--- src/rtl/pacer_pkg.sv ---
package pacer_pkg;

   typedef enum logic [1:0] {
      SRC_BASE   = 2'd0,
      SRC_DECADE = 2'd1,
      SRC_EXT    = 2'd2
   } pacer_src_e;

   // Low select bit set picks the external tick; the upper bit then does not matter.
   function automatic pacer_src_e decode_src(input logic [1:0] sel);
      if (sel[0])
         return SRC_EXT;
      else if (sel[1])
         return SRC_DECADE;
      else
         return SRC_BASE;
   endfunction

endpackage

--- src/rtl/pacer_modcnt.sv ---
module pacer_modcnt #(
   parameter int W = 8
) (
   input  logic         clk,
   input  logic         rst_n,
   input  logic         clr,
   input  logic         adv,
   input  logic [W-1:0] limit,
   output logic [W-1:0] cnt,
   output logic         wrap
);

   generate
      if (W < 1) begin : g_bad_width
         initial $error("pacer_modcnt: W must be at least 1");
      end
   endgenerate

   assign wrap = adv && (cnt == limit);

   always_ff @(posedge clk) begin
      if (!rst_n || clr)
         cnt <= '0;
      else if (adv)
         cnt <= wrap ? '0 : cnt + 1'b1;
   end

   // a running counter stays within its terminal value, so it always wraps.
   assert_in_bound_R7: assert property (@(posedge clk) disable iff (!rst_n)
      !clr |-> (cnt <= limit));

   // a clear leaves the counter at zero on the next edge.
   assert_clear_R8: assert property (@(posedge clk) disable iff (!rst_n)
      clr |=> (cnt == '0));

endmodule

--- src/rtl/pacer_src_mux.sv ---
module pacer_src_mux
   import pacer_pkg::*;
(
   input  logic [1:0] sel,
   input  logic       base_tick,
   input  logic       decade_tick,
   input  logic       ext_tick,
   output logic       src_tick
);

   pacer_src_e src;

   always_comb begin
      src = decode_src(sel);
      unique case (src)
         SRC_BASE:   src_tick = base_tick;
         SRC_DECADE: src_tick = decade_tick;
         SRC_EXT:    src_tick = ext_tick;
         default:    src_tick = 1'b0;
      endcase
   end

endmodule

--- src/rtl/interval_pacer.sv ---
module interval_pacer #(
   parameter int MW         = 16,
   parameter int NW         = 8,
   parameter int DECADE_DIV = 10,
   parameter bit DECADE_EN  = 1'b1
) (
   input  logic          clk,
   input  logic          rst_n,
   input  logic          cnt_en,
   input  logic          bit_tick,
   input  logic [MW-1:0] prescale_m,
   input  logic [1:0]    src_sel,
   input  logic [NW-1:0] interval_n,
   output logic          done_pulse
);

   localparam int DW = (DECADE_DIV > 1) ? $clog2(DECADE_DIV) : 1;
   localparam logic [DW-1:0] DEC_LIMIT = DW'(DECADE_DIV - 1);

   generate
      if (MW < 1 || NW < 1) begin : g_bad_widths
         initial $error("interval_pacer: MW and NW must be at least 1");
      end
      if (DECADE_EN && DECADE_DIV < 2) begin : g_bad_decade
         initial $error("interval_pacer: DECADE_DIV must be at least 2");
      end
   endgenerate

   // Configuration held while counting; refreshed on every edge with enable low.
   logic [MW-1:0] m_q;
   logic [NW-1:0] n_q;
   logic [1:0]    sel_q;

   always_ff @(posedge clk) begin
      if (!rst_n) begin
         m_q   <= '0;
         n_q   <= '0;
         sel_q <= '0;
      end else if (!cnt_en) begin
         m_q   <= prescale_m;
         n_q   <= interval_n;
         sel_q <= src_sel;
      end
   end

   // Prescaler: a divide value of zero is treated as one.
   logic [MW-1:0] m_limit;
   logic [MW-1:0] pre_cnt;
   logic          base_tick;

   assign m_limit = (m_q == '0) ? '0 : m_q - 1'b1;

   pacer_modcnt #(.W(MW)) u_prescale (
      .clk   (clk),
      .rst_n (rst_n),
      .clr   (!cnt_en),
      .adv   (cnt_en),
      .limit (m_limit),
      .cnt   (pre_cnt),
      .wrap  (base_tick)
   );

   // Optional fixed decade stage after the prescaler.
   logic decade_tick;

   generate
      if (DECADE_EN) begin : g_decade
         logic [DW-1:0] dec_cnt;
         pacer_modcnt #(.W(DW)) u_decade (
            .clk   (clk),
            .rst_n (rst_n),
            .clr   (!cnt_en),
            .adv   (base_tick),
            .limit (DEC_LIMIT),
            .cnt   (dec_cnt),
            .wrap  (decade_tick)
         );
      end else begin : g_no_decade
         assign decade_tick = base_tick;
      end
   endgenerate

   // Source selection.
   logic ext_tick;
   logic src_tick;

   assign ext_tick = cnt_en && bit_tick;

   pacer_src_mux u_mux (
      .sel         (sel_q),
      .base_tick   (base_tick),
      .decade_tick (decade_tick),
      .ext_tick    (ext_tick),
      .src_tick    (src_tick)
   );

   // Interval counter.
   logic          n_zero;
   logic [NW-1:0] n_limit;
   logic [NW-1:0] int_cnt;
   logic          int_wrap;

   assign n_zero  = (n_q == '0);
   assign n_limit = n_zero ? '0 : n_q - 1'b1;

   pacer_modcnt #(.W(NW)) u_interval (
      .clk   (clk),
      .rst_n (rst_n),
      .clr   (!cnt_en),
      .adv   (src_tick && !n_zero),
      .limit (n_limit),
      .cnt   (int_cnt),
      .wrap  (int_wrap)
   );

   assign done_pulse = cnt_en && (n_zero || int_wrap);

   // in external mode with a nonzero interval, a pulse needs a bit tick.
   assert_ext_tick_R4: assert property (@(posedge clk) disable iff (!rst_n)
      (done_pulse && sel_q[0] && !n_zero) |-> bit_tick);

   // in base mode a pulse coincides with a prescaler wrap.
   assert_base_wrap_R2: assert property (@(posedge clk) disable iff (!rst_n)
      (done_pulse && sel_q == 2'b00 && !n_zero) |-> (pre_cnt == m_limit));

   // after enable drops, the prescaler and interval counter are cleared.
   assert_cleared_R8: assert property (@(posedge clk) disable iff (!rst_n)
      !cnt_en |=> (pre_cnt == '0 && int_cnt == '0));

   // the held configuration does not move while counting.
   assert_frozen_R9: assert property (@(posedge clk) disable iff (!rst_n)
      (cnt_en && $past(cnt_en)) |-> ($stable(m_q) && $stable(n_q) && $stable(sel_q)));

endmodule

--- config.mk ---
export PLATFORM = sky130hd
export DESIGN_NAME = interval_pacer
export DESIGN_NICKNAME = d
export VERILOG_FILES = /design/src/rtl/pacer_pkg.sv /design/src/rtl/pacer_modcnt.sv /design/src/rtl/pacer_src_mux.sv /design/src/rtl/interval_pacer.sv
export SDC_FILE = /design/constraint.sdc
export NUM_CORES = 1
export LEC_CHECK = 0
export CAP_MARGIN = 20
export CORE_ASPECT_RATIO = 1.2
export CORE_MARGIN = 4
export CORE_UTILIZATION = 30
export DETAILED_ROUTE_END_ITERATION = 8
export DONT_BUFFER_PORTS = 1
export RECOVER_POWER = 25
export SLEW_MARGIN = 20
export SYNTH_ARGS = -nofsm -noshare
export SYNTH_HDL_FRONTEND = slang
export SYNTH_SLANG_ARGS = --single-unit
export TNS_END_PERCENT = 10
--- constraint.sdc ---
create_clock -name clk -period 4.2 [get_ports clk]
set_input_delay 0.63 -clock clk [delete_from_list [all_inputs] [get_ports clk]]
set_output_delay 0.63 -clock clk [all_outputs]
set_load 0.01 [all_outputs]
* Yosys cells after proc, flatten, opt, wreduce, memory -nomap -nowiden
Index checks and enable logic that the tools add are counted.
** Storage, ports and cells
- Flip-flop bits (word level) :: 54
- Word-level logic and storage cells :: 38
** Cells by class
- $add $sub $neg :: 5
- Eq/ne operators :: 5
- Multiplexer cells :: 8
- Reduce and logical (&&, ||, !) cells :: 14
** Operators by type and width (count)
- 16-bit two-way mux :: 2
- 16-bit by 1-bit adder with 16-bit output, second input constant :: 1
- 16-bit == test :: 1
- 16-bit logical NOT :: 1
- 8-bit two-way mux :: 2
- 16-bit by 1-bit subtractor with 16-bit output, second input constant :: 1
- 8-bit by 1-bit adder with 8-bit output, second input constant :: 1
- 8-bit == test :: 1
- 8-bit logical NOT :: 1
- 8-bit by 1-bit subtractor with 8-bit output, second input constant :: 1
- 1-bit logical AND :: 6
- 4-bit by 1-bit adder with 4-bit output, second input constant :: 1
- 4-bit == test, second input constant :: 1
- 4-bit two-way mux :: 1
- 1-bit logical NOT :: 3
- 1-bit case mux with 3 select lines :: 1
- 2-bit by 1-bit == test with 1-bit output, second input constant :: 1
- 2-bit == test, second input constant :: 1
- 2-bit logical NOT :: 1
- 1-bit logical OR :: 2
- 2-bit two-way mux :: 1
- 1-bit two-way mux :: 1

* Longest topological paths before layout
- Depth after elaboration :: 10
- Gate-level depth with buffers :: 13
- Gate-level depth less buffers :: 11

* Cells and area by module
Synthesis repeated with hierarchy kept, for this count alone.
** Unflattened totals
- Cells, all modules :: 363
- Area total of the unflattened synthesis :: 3260.6 um^2
** By module, submodules not included
- interval_pacer :: times used 1, cells each 177, area each 1566.5 um^2
- pacer_modcnt at u_prescale :: times used 1, cells each 107, area each 962.2 um^2
- pacer_modcnt at u_interval :: times used 1, cells each 52, area each 466.7 um^2
- pacer_modcnt at g_decade.u_decade :: times used 1, cells each 24, area each 246.5 um^2
- pacer_src_mux :: times used 1, cells each 3, area each 18.8 um^2

* Least setup slack after synthesis
Ideal clock, no wire load.
- Path kind :: reg-to-output
- Start point :: reg m_q[0]
- End point :: out done_pulse
- Arrival :: 2.788 ns
- Required time :: 3.570 ns
- Setup slack :: 0.782 ns
- Cell stages (with the launch flop) :: 12
- Path through :: dfxtp_1 inv_1 ha_1 clkbuf_1 nand3_1 xnor2_1 a311o_1 a221o_1 a2111oi_4 a32o_1 a21oi_1 nor2b_1
** On the way
- Word-level cells in the longest chain between the ends :: 10
- Elaborated cells between the ends (all ways) :: 11
** Ends and longest elaborated chain
- start, declared :: RTL line interval_pacer.sv:30 : logic [MW-1:0] m_q;
- start signal, assigned :: RTL line interval_pacer.sv:40 : m_q <= prescale_m;
- 16-bit by 1-bit subtractor with 16-bit output / 16-bit logical NOT (equally long branches) :: RTL line interval_pacer.sv:51 : assign m_limit = (m_q == '0) ? '0 : m_q - 1'b1;
- 16-bit two-way mux (*) :: RTL line interval_pacer.sv:51
- 16-bit == test (*) :: RTL line pacer_modcnt.sv:19 : assign wrap = adv && (cnt == limit);
- 1-bit logical AND (*) :: RTL line pacer_modcnt.sv:19
- 1-bit logical AND :: RTL line pacer_modcnt.sv:19
- 1-bit case mux with 3 select lines (*) :: RTL line pacer_src_mux.sv:15 : unique case (src)
- 1-bit logical AND (*) :: RTL line interval_pacer.sv:110 : .adv (src_tick && !n_zero),
- 1-bit logical AND (*) :: RTL line pacer_modcnt.sv:19
- 1-bit logical OR (*) :: RTL line interval_pacer.sv:116 : assign done_pulse = cnt_en && (n_zero || int_wrap);
- 1-bit logical AND (*) :: RTL line interval_pacer.sv:116
- end, declared :: RTL line interval_pacer.sv:14 : output logic done_pulse
Every way passes the cells marked *; elsewhere a longest branch is shown, timed or not.

* Worst setup path after layout
- Start point :: reg m_q[2]
- End point :: out done_pulse
The elaborated chain is that of the path after synthesis.

==> results.toml <==
[synthesis]
synth_cell_type_count = 61
ys_ff_latch = 54
yosysWarnings = 0
syn_avg_cell_area_sq_um = 8.51
ys.flop_type = "dfxtp_1"
synth_edf_count = 0
seq_area_frac_synth = 0.314
netlist_instances = 405
ys_async_sr_fraction = 0
syn_nets = 441
syn_area_sq_um = 3440

[global_route]
grt_pass1_vias = 2803
grt_start_max_net_pins = 36
track_usage = 0.126
grt_busiest_layer = "met2"
globalRouteOverflowTotal = 0
antenna_found_initial = 0
grtUsageMet2 = 0.214
use_met3 = 0.0232
grt_pass1_wl_microns = 13900
gr-usage-met1 = 0.158

[timing]
slew_headroom = 0.507
whs_ns = 0.466
timing.fmax_mhz = 258
worst_pin_slew_ns = 0.729
skew_ns = 0.00267
report.final.slew_viol_count = 0
rsz0062_at_grt = "false"
setup_viol = 0
hold_viol = 0
fin_crit_ns = 3.88
period_share = 0.924
setup_tns_ns = 0

[floorplanning]
chipHeight_microns = 125
core_area_sq_um = 11100
dieArea_sq_um = 13300
die_x_microns = 106
initial_core_util = 0.309
std_cell_rows = 42
ios = 31

[place]
io_buffers = 0
gp_congestion = 0.966
dp_hpwl_microns = 5970
place_area_sq_um = 3560

[worst_setup_path]
cp_max_fo = 12
cp-end-kind = "output pin"
required_ns = 3.57
worstSetupPathType = "flop to output pin"
start_kind = "flop"
cp_data_arrival_time_ns = 3.25

[detailed_routing]
drt-initial-drc-count = 224
via_per_inst = 5.23
wire_per_inst_microns = 14.8
drtAntennaViolNets = 0
wirelength_microns = 8090
drtPass1Iterations = 4
drc = 0
via_count = 2859

[power_and_ir_drop]
totalPowerFinal_w = 0.00118
power_density_nw_per_um2 = 318
vdd_drop_max_uv = 175
p_leak_nw = 1.30

[clock_network]
clock_path_buffers = 2
cts_hold_buf = 0
insertion_delay_ns = 0.29
clockRootBuffer = "clkbuf_16"
postCtsSetupBuffers = 0
cts-buffers-inserted = 5
clkSinkCount = 54
cts_tree = "done"
cts_resized = 0
clkTransAtPathRegs_ns = 0.06
htree_levels = 2

[layout]
drive_gt1_frac = 0.0611
finalInstanceArea_sq_um = 3710
area_growth_pct = 7.74
final_common_cell = "dfxtp_1"
diodes = 0
fillers = 1207
final_cell_mix = "dfxtp_1, nor2_1, nor2b_1"
finalNetCount = 430

[min_path]
min_path_type = "input pin to flop"

[job]
cap_viol_max_count = 0

[run_status]
status = "finished, final reports clean"
-- path summary, 6_finish.rpt --
path | start | endpoint | slack (ns) | depth (start not counted)
max | m_q[2]$_SDFFE_PN0N_ | done_pulse | 0.32 | 9
min | rst_n | n_q[7]$_SDFFE_PN0N_ | 0.47 | 1
min reg2reg | g_decade.u_decade.cnt[1]$_SDFFE_PP0N_ | g_decade.u_decade.cnt[1]$_SDFFE_PP0N_ | 0.49 | 2
max reg2reg | m_q[2]$_SDFFE_PN0N_ | u_interval.cnt[5]$_SDFFE_PP0P_ | 1.07 | 9
-- synth_stat cells, types with 3 or more instances --
cell type	n	area, sq um
dfxtp_1	54	1080
nor2_1	36	135
nor2b_1	32	200
mux2i_1	30	300
a21oi_1	22	110
nand3_1	22	110
o21ai_0	20	100
xor2_1	20	175
xnor2_1	17	149
clkbuf_1	16	60.1
nand2_1	16	60.1
inv_1	11	41.3
nand4b_1	8	70.1
nor3_1	8	40.0
or3_1	8	50.1
and3_1	6	37.5
ha_1	6	75.1
nand4_1	6	37.5
nand2b_1	4	25.0
a32oi_1	3	26.3
nand3b_1	3	22.5
nor3b_1	3	22.5
nor4_2	3	37.5
nor4b_1	3	26.3
o211ai_1	3	22.5
or4_1	3	22.5
-- metrics by stage --
step                setup slack (ns)   util  cells
finish                         0.318  0.333    547
global route                   0.131  0.333    547
CTS                            0.164  0.332    547
detailed placement             0.506  0.320    541
global placement               0.602  0.320    541
floorplan                      0.782      -    405
-- state kept, by name (all words and copies together) (netlist names) --
name / count
g_decade.u_decade.cnt: 4
m_q: 16
n_q: 8
sel_q: 2
u_interval.cnt: 8
u_prescale.cnt: 16
-- cell type report --
class                           instances  area [sq um]  share of cell area
Clock buffer                            6           139              0.0374
Inverter                               11          41.3              0.0111
Multi-Input combinational cell        318          2230               0.600
Sequential cell                        54          1080               0.291
Tap cell                              154           193              0.0519
Timing Repair Buffer                    4          30.0             0.00809
-- report_power, final --
| group | internal [W] | switching [W] |
|---|---|---|
| clock network | 0.000231 | 0.000179 |
| registers | 0.000528 | 0.0000290 |
| logic | 0.000101 | 0.000112 |
-- routing by layer --
layer  up-vias  share of wire
met5         -              0
met4         0          0.024
met3        16          0.035
met2        55           0.50
met1      1363           0.44
li1       1425              -
-- critical path, cell delays in order, from the launching register on --
cell and delay (ns):
dfxtp_1 0.40, nor4_4 0.35, buf_4 0.24, nand4_4 0.11, a311o_1 0.37, a221o_1 0.37, a2111oi_4 0.39, a32o_1 0.39
a21oi_1 0.11, nor2b_1 0.23
-- logic make-up (layout without fill, tap and decap cells) --
logic type	Yosys count	in the layout	synth area share
muxes	31	31	0.0904
DFF	54	54	0.314
buffers and inverters	33	21	0.0418
AOI/OAI and AO/OA	69	69	0.130
and+or+nand+nor	173	173	0.294
xor gates and xnor gates	39	39	0.108
adders and majority gates	6	6	0.0218
Power figures use the tool's default switching activity.
